## src/rtl/esc_seq_pkg.sv

```systemverilog
package esc_seq_pkg;

  typedef enum logic [2:0] {
    ACT_KEEP,
    ACT_START,
    ACT_ADVANCE,
    ACT_DROP,
    ACT_FIRE
  } esc_act_e;

  // Decision for one cycle, from single-bit conditions only.
  function automatic esc_act_e esc_decide(
    input logic byte_in,
    input logic is_cmd,
    input logic len_zero,
    input logic armed,
    input logic full,
    input logic pre_ok,
    input logic gap_ok,
    input logic post_ok
  );
    esc_act_e a;
    a = ACT_KEEP;
    if (len_zero) begin
      a = armed ? ACT_DROP : ACT_KEEP;
    end else if (byte_in) begin
      if (!is_cmd)      a = ACT_DROP;
      else if (!armed)  a = pre_ok ? ACT_START : ACT_DROP;
      else if (full)    a = ACT_DROP;
      else              a = gap_ok ? ACT_ADVANCE : ACT_DROP;
    end else if (armed && full) begin
      a = post_ok ? ACT_FIRE : ACT_KEEP;
    end else if (armed && !gap_ok) begin
      a = ACT_DROP;
    end
    return a;
  endfunction

endpackage

```

## src/rtl/esc_idle_timer.sv

```systemverilog
module esc_idle_timer #(
  parameter int unsigned IDLE_W = 16
) (
  input  logic              clk,
  input  logic              rst_n,
  input  logic              tick,
  input  logic              restart,
  output logic [IDLE_W-1:0] idle
);
  localparam logic [IDLE_W-1:0] IDLE_MAX = {IDLE_W{1'b1}};

  function automatic logic [IDLE_W-1:0] idle_step(
    input logic [IDLE_W-1:0] cur,
    input logic              t,
    input logic              r
  );
    if (r)                          return '0;
    else if (t && cur != IDLE_MAX)  return cur + 1'b1;
    else                            return cur;
  endfunction

  always_ff @(posedge clk or negedge rst_n) begin
    if (!rst_n) idle <= '0;
    else        idle <= idle_step(idle, tick, restart);
  end
endmodule

```

## src/rtl/esc_seq_tracker.sv

```systemverilog
module esc_seq_tracker
  import esc_seq_pkg::*;
#(
  parameter int unsigned DATA_W = 8,
  parameter int unsigned RUN_W  = 8,
  parameter int unsigned IDLE_W = 16
) (
  input  logic              clk,
  input  logic              rst_n,
  input  logic              rx_valid,
  input  logic [DATA_W-1:0] rx_data,
  input  logic [DATA_W-1:0] cmd_char,
  input  logic [RUN_W-1:0]  run_len,
  input  logic [IDLE_W-1:0] pre_idle,
  input  logic [IDLE_W-1:0] gap_limit,
  input  logic [IDLE_W-1:0] post_idle,
  input  logic [IDLE_W-1:0] idle,
  output logic              fire
);
  logic [RUN_W-1:0] seen_n;
  esc_act_e         act;
  logic             armed, full;

  assign armed = (seen_n != '0);
  assign full  = (seen_n >= run_len);

  always_comb begin
    act = esc_decide(rx_valid, rx_data == cmd_char, run_len == '0,
                     armed, full, idle >= pre_idle, idle <= gap_limit,
                     idle >= post_idle);
  end

  assign fire = (act == ACT_FIRE);

  always_ff @(posedge clk or negedge rst_n) begin
    if (!rst_n) begin
      seen_n <= '0;
    end else begin
      unique case (act)
        ACT_START:   seen_n <= RUN_W'(1);
        ACT_ADVANCE: seen_n <= seen_n + 1'b1;
        ACT_DROP,
        ACT_FIRE:    seen_n <= '0;
        default:     seen_n <= seen_n;
      endcase
    end
  end
endmodule

```

## src/rtl/esc_irq_latch.sv

```systemverilog
module esc_irq_latch (
  input  logic clk,
  input  logic rst_n,
  input  logic set_evt,
  input  logic clear,
  output logic pulse,
  output logic flag
);
  always_ff @(posedge clk or negedge rst_n) begin
    if (!rst_n) begin
      pulse <= 1'b0;
      flag  <= 1'b0;
    end else begin
      pulse <= set_evt;
      flag  <= set_evt | (flag & ~clear);
    end
  end
endmodule

```

## src/rtl/esc_seq_detector.sv

```systemverilog
module esc_seq_detector #(
  parameter int unsigned DATA_W = 8,
  parameter int unsigned RUN_W  = 8,
  parameter int unsigned IDLE_W = 16
) (
  input  logic              clk,
  input  logic              rst_n,
  input  logic              baud_tick,
  input  logic              rx_valid,
  input  logic [DATA_W-1:0] rx_data,
  input  logic [DATA_W-1:0] cfg_cmd_char,
  input  logic [RUN_W-1:0]  cfg_run_len,
  input  logic [IDLE_W-1:0] cfg_pre_idle,
  input  logic [IDLE_W-1:0] cfg_gap_limit,
  input  logic [IDLE_W-1:0] cfg_post_idle,
  input  logic              irq_clear,
  output logic              detect_pulse,
  output logic              irq_flag
);
  logic [IDLE_W-1:0] idle_cnt;
  logic              fire_evt;

  esc_idle_timer #(.IDLE_W(IDLE_W)) u_timer (
    .clk     (clk),
    .rst_n   (rst_n),
    .tick    (baud_tick),
    .restart (rx_valid),
    .idle    (idle_cnt)
  );

  esc_seq_tracker #(.DATA_W(DATA_W), .RUN_W(RUN_W), .IDLE_W(IDLE_W)) u_track (
    .clk       (clk),
    .rst_n     (rst_n),
    .rx_valid  (rx_valid),
    .rx_data   (rx_data),
    .cmd_char  (cfg_cmd_char),
    .run_len   (cfg_run_len),
    .pre_idle  (cfg_pre_idle),
    .gap_limit (cfg_gap_limit),
    .post_idle (cfg_post_idle),
    .idle      (idle_cnt),
    .fire      (fire_evt)
  );

  esc_irq_latch u_irq (
    .clk     (clk),
    .rst_n   (rst_n),
    .set_evt (fire_evt),
    .clear   (irq_clear),
    .pulse   (detect_pulse),
    .flag    (irq_flag)
  );
endmodule

```

## config.mk

```make
export PLATFORM = sky130hd
export DESIGN_NAME = esc_seq_detector
export DESIGN_NICKNAME = d
export VERILOG_FILES = /design/src/rtl/esc_seq_pkg.sv /design/src/rtl/esc_idle_timer.sv /design/src/rtl/esc_seq_tracker.sv /design/src/rtl/esc_irq_latch.sv /design/src/rtl/esc_seq_detector.sv
export SDC_FILE = /design/constraint.sdc
export NUM_CORES = 1
export LEC_CHECK = 0
export BUFFER_PORTS_ARGS = -buffer_cell sky130_fd_sc_hd__buf_2
export CORE_MARGIN = 2
export CORE_UTILIZATION = 54
export DETAILED_ROUTE_END_ITERATION = 8
export GPL_ROUTABILITY_DRIVEN = 0
export GPL_TIMING_DRIVEN = 0
export PLACE_DENSITY_LB_ADDON = 0.3
export SYNTH_ARGS = -nofsm -noshare
export SYNTH_HDL_FRONTEND = slang
export SYNTH_SLANG_ARGS = --single-unit
```

## constraint.sdc

```tcl
create_clock -name clk -period 3.4 [get_ports clk]
set_clock_uncertainty 0.2 [all_clocks]
set_input_delay 0.17 -clock clk [delete_from_list [all_inputs] [get_ports clk]]
set_output_delay 0.17 -clock clk [all_outputs]
set_load 0.01 [all_outputs]
```

# ---- Yosys cells after proc, flatten, opt, wreduce, memory -nomap -nowiden
# Cells that the tools add are included.
dict set report totals {
  inputBits 77
  n_memories 0
  ramBits 0
  register_bits 26
  word_cells 42
  out_inout_bits 2
  rom_bits 0
  latch_bits 0
}
dict set report classes {
  order_cmp 4
  bitwise 3
  div_mod_pow 0
  shift 0
  n_mux 14
  reduce_logical 9
  eq_ne 6
  multipliers 0
  n_addsub 2
}
# cell count
set op_table {}
lappend op_table {{greater-or-equal comparator 16 bit} 2}
lappend op_table {{two-way mux 16 bit} 2}
lappend op_table {{one-hot mux 8 bit (3 select lines)} 1}
lappend op_table {{two-way mux 3 bit} 7}
lappend op_table {{adder 16 x 1 -> 16 bit, second input constant} 1}
lappend op_table {{less-or-equal comparator 16 bit} 1}
lappend op_table {{inequality test 16 bit, second input constant} 1}
lappend op_table {{adder 8 x 1 -> 8 bit, second input constant} 1}
lappend op_table {{== test 8 bit} 1}
lappend op_table {{greater-or-equal comparator 8 bit} 1}
lappend op_table {{logical NOT 8 bit} 1}
lappend op_table {{nonzero test 8 bit} 1}
lappend op_table {{== test 3 x 2 -> 1 bit, second input constant} 2}
lappend op_table {{two-way mux 2 bit} 3}
lappend op_table {{== test 3 x 1 -> 1 bit, second input constant} 1}
lappend op_table {{== test 3 bit, second input constant} 1}
lappend op_table {{logical AND 1 bit} 3}
lappend op_table {{nonzero test 3 bit} 1}
lappend op_table {{nonzero test 2 bit} 1}
lappend op_table {{OR reduction 2 bit} 1}
lappend op_table {{bitwise AND 1 bit} 1}
lappend op_table {{logical NOT 1 bit} 1}
lappend op_table {{two-way mux 1 bit} 1}
lappend op_table {{NOT 1 bit} 1}
lappend op_table {{bitwise OR 1 bit} 1}

# ---- Depth between registers and ports, before layout
dict set report logic_depth {
  ltp_word 10
  mapped_depth 9
}

# ---- Modules after synthesis
# A second synthesis with hierarchy kept.
dict set report unflattened {
  cells_unflattened 373
  hier_area_um2 3046.7
}
# mod area_per_inst_um2 cells_per_inst n_inst seq_area_each_um2
set modules_own_cells {}
lappend modules_own_cells {esc_seq_tracker 2043.2 271 1 200.2}
lappend modules_own_cells {esc_idle_timer 942.2 98 1 400.4}
lappend modules_own_cells {esc_irq_latch 61.3 4 1 50.0}

# ---- Worst setup path after synthesis
# No wires, ideal clock.
dict set report synth_path {
  path_type {reg2reg}
  from {register u_timer.idle[0]}
  to {register u_track.seen_n[7]}
  path_slack_ns 0.785
  arrival_ns 2.337
  path_stages_with_launch 10
  path_buffers 0
  period_less_slack_ns 2.615
  required_ns 3.122
  path_cell_list {dfrtp_1 > inv_1 > ha_1 > nand2b_1 > a2111o_1 > a31oi_1 > a311o_1 > a31oi_4 > or4_1 > a21oi_1}
}
dict set report synth_via {
  elab_chain_len 10
  word_cells_on_any_way 22
  cone_classes {3 x order compare; 4 x eq/ne; 11 x mux; 4 x reduce/logical}
}
# element line
set synth_rtl {}
lappend synth_rtl {{start: declaration} esc_idle_timer.sv:8} ;# output logic [IDLE_W-1:0] idle
lappend synth_rtl {{start signal: assignment} esc_idle_timer.sv:24} ;# else idle <= idle_step(idle, tick, restart);
lappend synth_rtl {{less-or-equal comparator 16 bit} esc_seq_tracker.sv:29} ;# armed, full, idle >= pre_idle, idle <= gap_limit,
lappend synth_rtl {{two-way mux 1 bit / logical NOT 1 bit (equally long branches)} {esc_seq_pkg.sv:30, esc_seq_pkg.sv:33}}
lappend synth_rtl {{two-way mux 3 bit / logical AND 1 bit (equally long branches)} {esc_seq_pkg.sv:29, esc_seq_pkg.sv:33}}
lappend synth_rtl {{two-way mux 3 bit / two-way mux 2 bit (equally long branches)} {esc_seq_pkg.sv:28, esc_seq_pkg.sv:33}}
lappend synth_rtl {{two-way mux 3 bit (on tied branches)} {esc_seq_pkg.sv:27, esc_seq_pkg.sv:31}}
lappend synth_rtl {{two-way mux 3 bit *} esc_seq_pkg.sv:26} ;# end else if (byte_in) begin
lappend synth_rtl {{two-way mux 3 bit *} esc_seq_pkg.sv:24} ;# if (len_zero) begin
lappend synth_rtl {{== test 3 x 2 -> 1 bit / == test 3 bit (equally long branches)} esc_seq_tracker.sv:39} ;# unique case (act)
lappend synth_rtl {{OR reduction 2 bit} esc_seq_tracker.sv:39}
lappend synth_rtl {{one-hot mux 8 bit (3 select lines) / nonzero test 3 bit (equally long branches)} n/a}
lappend synth_rtl {{end signal: assignment} esc_seq_tracker.sv:41} ;# ACT_ADVANCE: seen_n <= seen_n + 1'b1;
lappend synth_rtl {{end signal: assignment} esc_seq_tracker.sv:44} ;# default: seen_n <= seen_n;
lappend synth_rtl {{end: declaration} esc_seq_tracker.sv:20} ;# logic [RUN_W-1:0] seen_n;
# Every way passes the cells marked *; elsewhere a longest branch is shown, timed or not.
# A chain may end at the register's enable or synchronous reset.

# ---- Final worst setup path
# Ends and elaborated chain as after synthesis.

==> results.md <==
- Status: completed
- Slew Viols, Final: 0
- Initial DRC count: 78
- Fillers: about 440
- Die height: a little under 80 um
- Share of layout cells above drive strength 1: approximately 21%
- Clock sink count: 26
- Drt drc: 0
- Vias in the first global route: about 2900
- CP max stage cell: or4_1
- Reg2reg end: u_track.seen_n[7]$_DFFE_PN0P_
- Fin. Hold Viols: 0
- DR vias/cell: 5.54
- CTS H-tree lvls: 1
- Data arrival time of the worst path: 2.93 ns
- Clock slew at reported path FFs: ~0.090 ns
- CP endpoint: u_track.seen_n[7]$_DFFE_PN0P_
- Most frequent cell after synthesis: ha_1
- GR Util All Layers: about a quarter
- P_leak: roughly 2.0 nW
- Top post-synthesis cells by area: ha_1 25%, dfrtp_1 22%, inv_1 7.4%, xor2_1 5.4%, a21oi_1 4.3%
- Library cells used by synthesis: 44
- Die ar.: approximately 6000 sq um
- Critical path buffers and inverters: 1
- Avg Cell Area, Syn: a little over 8 sq um
- Post-DP HPWL: ~5800 um
- Ys Warns: 0
- Largest net degree at the start of global routing: 27
- Initial Utilization: between 50% and 60%
- Core footprint: slightly above 5000 sq um
- R2r startpoint: u_timer.idle[0]$_DFFE_PN0P_
- Logic pwr share: 32.3%
- Worst-path maximum fanout: 7
- Post-synth EDFFs: 0
- Reg-to-reg setup timing slack: ~0.46 ns
- Post-synthesis instance area: approximately 2900 sq um
- Worst r2r path cells: 9
- Worst slew pin tran: just under 0.8 ns
- Total power divided by cell area: 219 nW/um^2
- Worst path top cell family by delay: compound AO/OA/AOI/OAI gates
- Crit path from: u_timer.idle[0]$_DFFE_PN0P_
- Initial antenna violation count: 0
- Worst Setup End Kind: flip-flop
- Slew HR: between 40% and 50%
- P&R area growth vs syn: 18.4%
- Post-Syn Instances: ~350
- Net Sw Frac: a little under a third
- Most used DFF post-synth: dfrtp_1
- Clock buffer count from CTS: 3
- Internal Dissipation: 0.518 mW
- Clock Latency Late Sink: around 0.27 ns
- FFs w/ async S/R, synth: between 90% and 100%
- Row cnt: 26
- Post-route ant nets: 0
- First-pass GRT wire length: between 10000 and 15000 um
- HP Class: primary input to flip-flop
- I/O pins: 79
- Dpl cells: between 500 and 600
- Max-Cap Viols: 0
- Most common library cells after synthesis: 59 x ha_1, 58 x inv_1, 27 x nor2_1
- CP Depth: 9
- F_max: approximately 0.34 GHz
- Startpoint Class: flip-flop
- Synthesized Nets: ~500
- Clock Power Share: a little under a quarter
- Final setup fails: 0
- Part of the power in registers: approximately 45%
- CP Cell Sequence: inv_1 -> ha_1 -> nand2b_1 -> a2111o_1 -> a31oi_1 -> a311o_1 -> a31oi_4 -> or4_1 -> a21oi_1
- Tmin final: 2.94 ns
- P_sw: approximately 0.24 mW
- Detailed-route via count: 2802
- Critical path class: flip-flop to flip-flop
- DR pass1 iterations: 4
- Post-CTS setup buffers: 0
- Remaining global-route overflow: 0
- Width of the chip: about 78 um
- Clk buf depth: 2
- Maximum vdd drop: 0.000157 V
- Multi-input logic area: 2050 sq um
- RSZ-0062 raised after global routing: no
- Share of the synthesized area in the top cell type: roughly a quarter
- Post-Route WL: approximately 7000 um
- Largest stage delay, worst path: 0.49 ns
- Port Buf Inserts: 78
- Leading area contributor after synthesis: ha_1
- #FFs+latches synth: 26
- Register Area: between 600 and 700 sq um
- Sequential share of the synthesized area: about 22%
- Antenna fix cells: 0
- Worst endpoint required time: around 3.4 ns
- Non-filler cells, final: approximately 500
- Period utilisation layout: a little under nine tenths
- # nets final: between 500 and 600
- Setup_tns: 0 ns
- Routed length per instance: ~14 um
- TritonCTS clock tree: done
- Clk root buf: clkbuf_8
-- what timing repair did --
action,in CTS,in global routing
resized for setup,0,0
hold endpoints to repair,27,0
hold buffers,2,0
-- state kept, by name, summed over array words and instances (netlist names) --
name / flops
u_timer.idle: 16
u_track.seen_n: 8
u_irq.flag: 1
u_irq.pulse: 1
-- worst min path at each step --
stage	endpoint	depth (start not counted)	from	slack (ns)
final	u_timer.idle[1]$_DFFE_PN0P_	5	baud_tick	0.12
after detailed placement	u_track.seen_n[7]$_DFFE_PN0P_	1	rst_n	0.01
after global placement	u_track.seen_n[7]$_DFFE_PN0P_	1	rst_n	0.02
after CTS	u_timer.idle[1]$_DFFE_PN0P_	5	baud_tick	0.1
after floorplan	u_irq.flag$_DFF_PN0_	0	rst_n	-0.33
after global routing	u_timer.idle[1]$_DFFE_PN0P_	5	baud_tick	0.16
-- final cells by class --
| type | instances | share of cell area (%) |
|---|---|---|
| clock buffer | 3 | 1.19 |
| buffer | 2 | 0.217 |
| timing repair buffer | 80 | 11.8 |
| inverter | 58 | 6.28 |
| sequential | 26 | 18.8 |
| tap | 70 | 2.53 |
| multi-input combinational | 267 | 59.2 |
-- power by group through the flow --
| stage | registers (mW) | logic, mW | clock network (mW) |
|---|---|---|---|
| 6_report | 0.338 | 0.246 | 0.176 |
| 5_1_grt | 0.340 | 0.280 | 0.194 |
| 4_1_cts | 0.338 | 0.248 | 0.178 |
| 3_5_place_dp | 0.344 | 0.244 | 0 |
| 3_3_place_gp | 0.343 | 0.231 | 0 |
| 2_1_floorplan | 0.338 | 0.156 | 0 |
-- kinds of logic after synthesis --
group	after synthesis	share of synthesized area, %
AOI/OAI and AO/OA	70	16.8
xor gates and xnor gates	24	7.18
adders and majority gates	59	25.2
buffers and inverters	60	7.70
DFF	26	22.2
and+or+nand+nor	114	20.8
-- stage by stage --
step | utilization [%] | setup WS (ns) | hold WS, ns | area (sq um) | power (mW)
after floorplan | - | 0.785 | -0.326 | 2930 | 0.494
after global placement | 65.8 | 0.590 | 0.0208 | 3400 | 0.574
after detailed placement | 65.8 | 0.464 | 0.0136 | 3400 | 0.588
after CTS | 67.0 | 0.438 | 0.0966 | 3470 | 0.763
after global routing | 67.0 | 0.329 | 0.157 | 3470 | 0.813
final | 67.0 | 0.464 | 0.117 | 3470 | 0.760
-- layer usage --
layer  track usage (%)  share of wire, %  vias to the layer above
li1                  -                 -                     1400
met1              29.1                44                     1299
met2              45.2                49                       88
met3              3.26               5.1                       15
met4              8.57               2.2                        0
met5                 0                 0                        -
-- cell usage in the layout, fill, tap and decap left out, drive strengths merged, types with 11 or more instances in the layout --
| cell | instances |
|---|---|
| buf | 78 |
| nand2 | 22 |
| xor2 | 18 |
| nor2 | 27 |
| nand3 | 11 |
| inv | 58 |
| ha | 59 |
| o21ai | 14 |
| nand4 | 14 |
| a21oi | 25 |
| dfrtp | 26 |
-- worst reg2reg max path, delay by kind of cell, from the launching register on --
family	cells	cell delay, ns
compound gates	5	1.18
simple gates	2	0.63
flops	1	0.42
fa+ha+maj	1	0.26
buf+inv	1	0.16
Power figures use the tool's default switching activity.
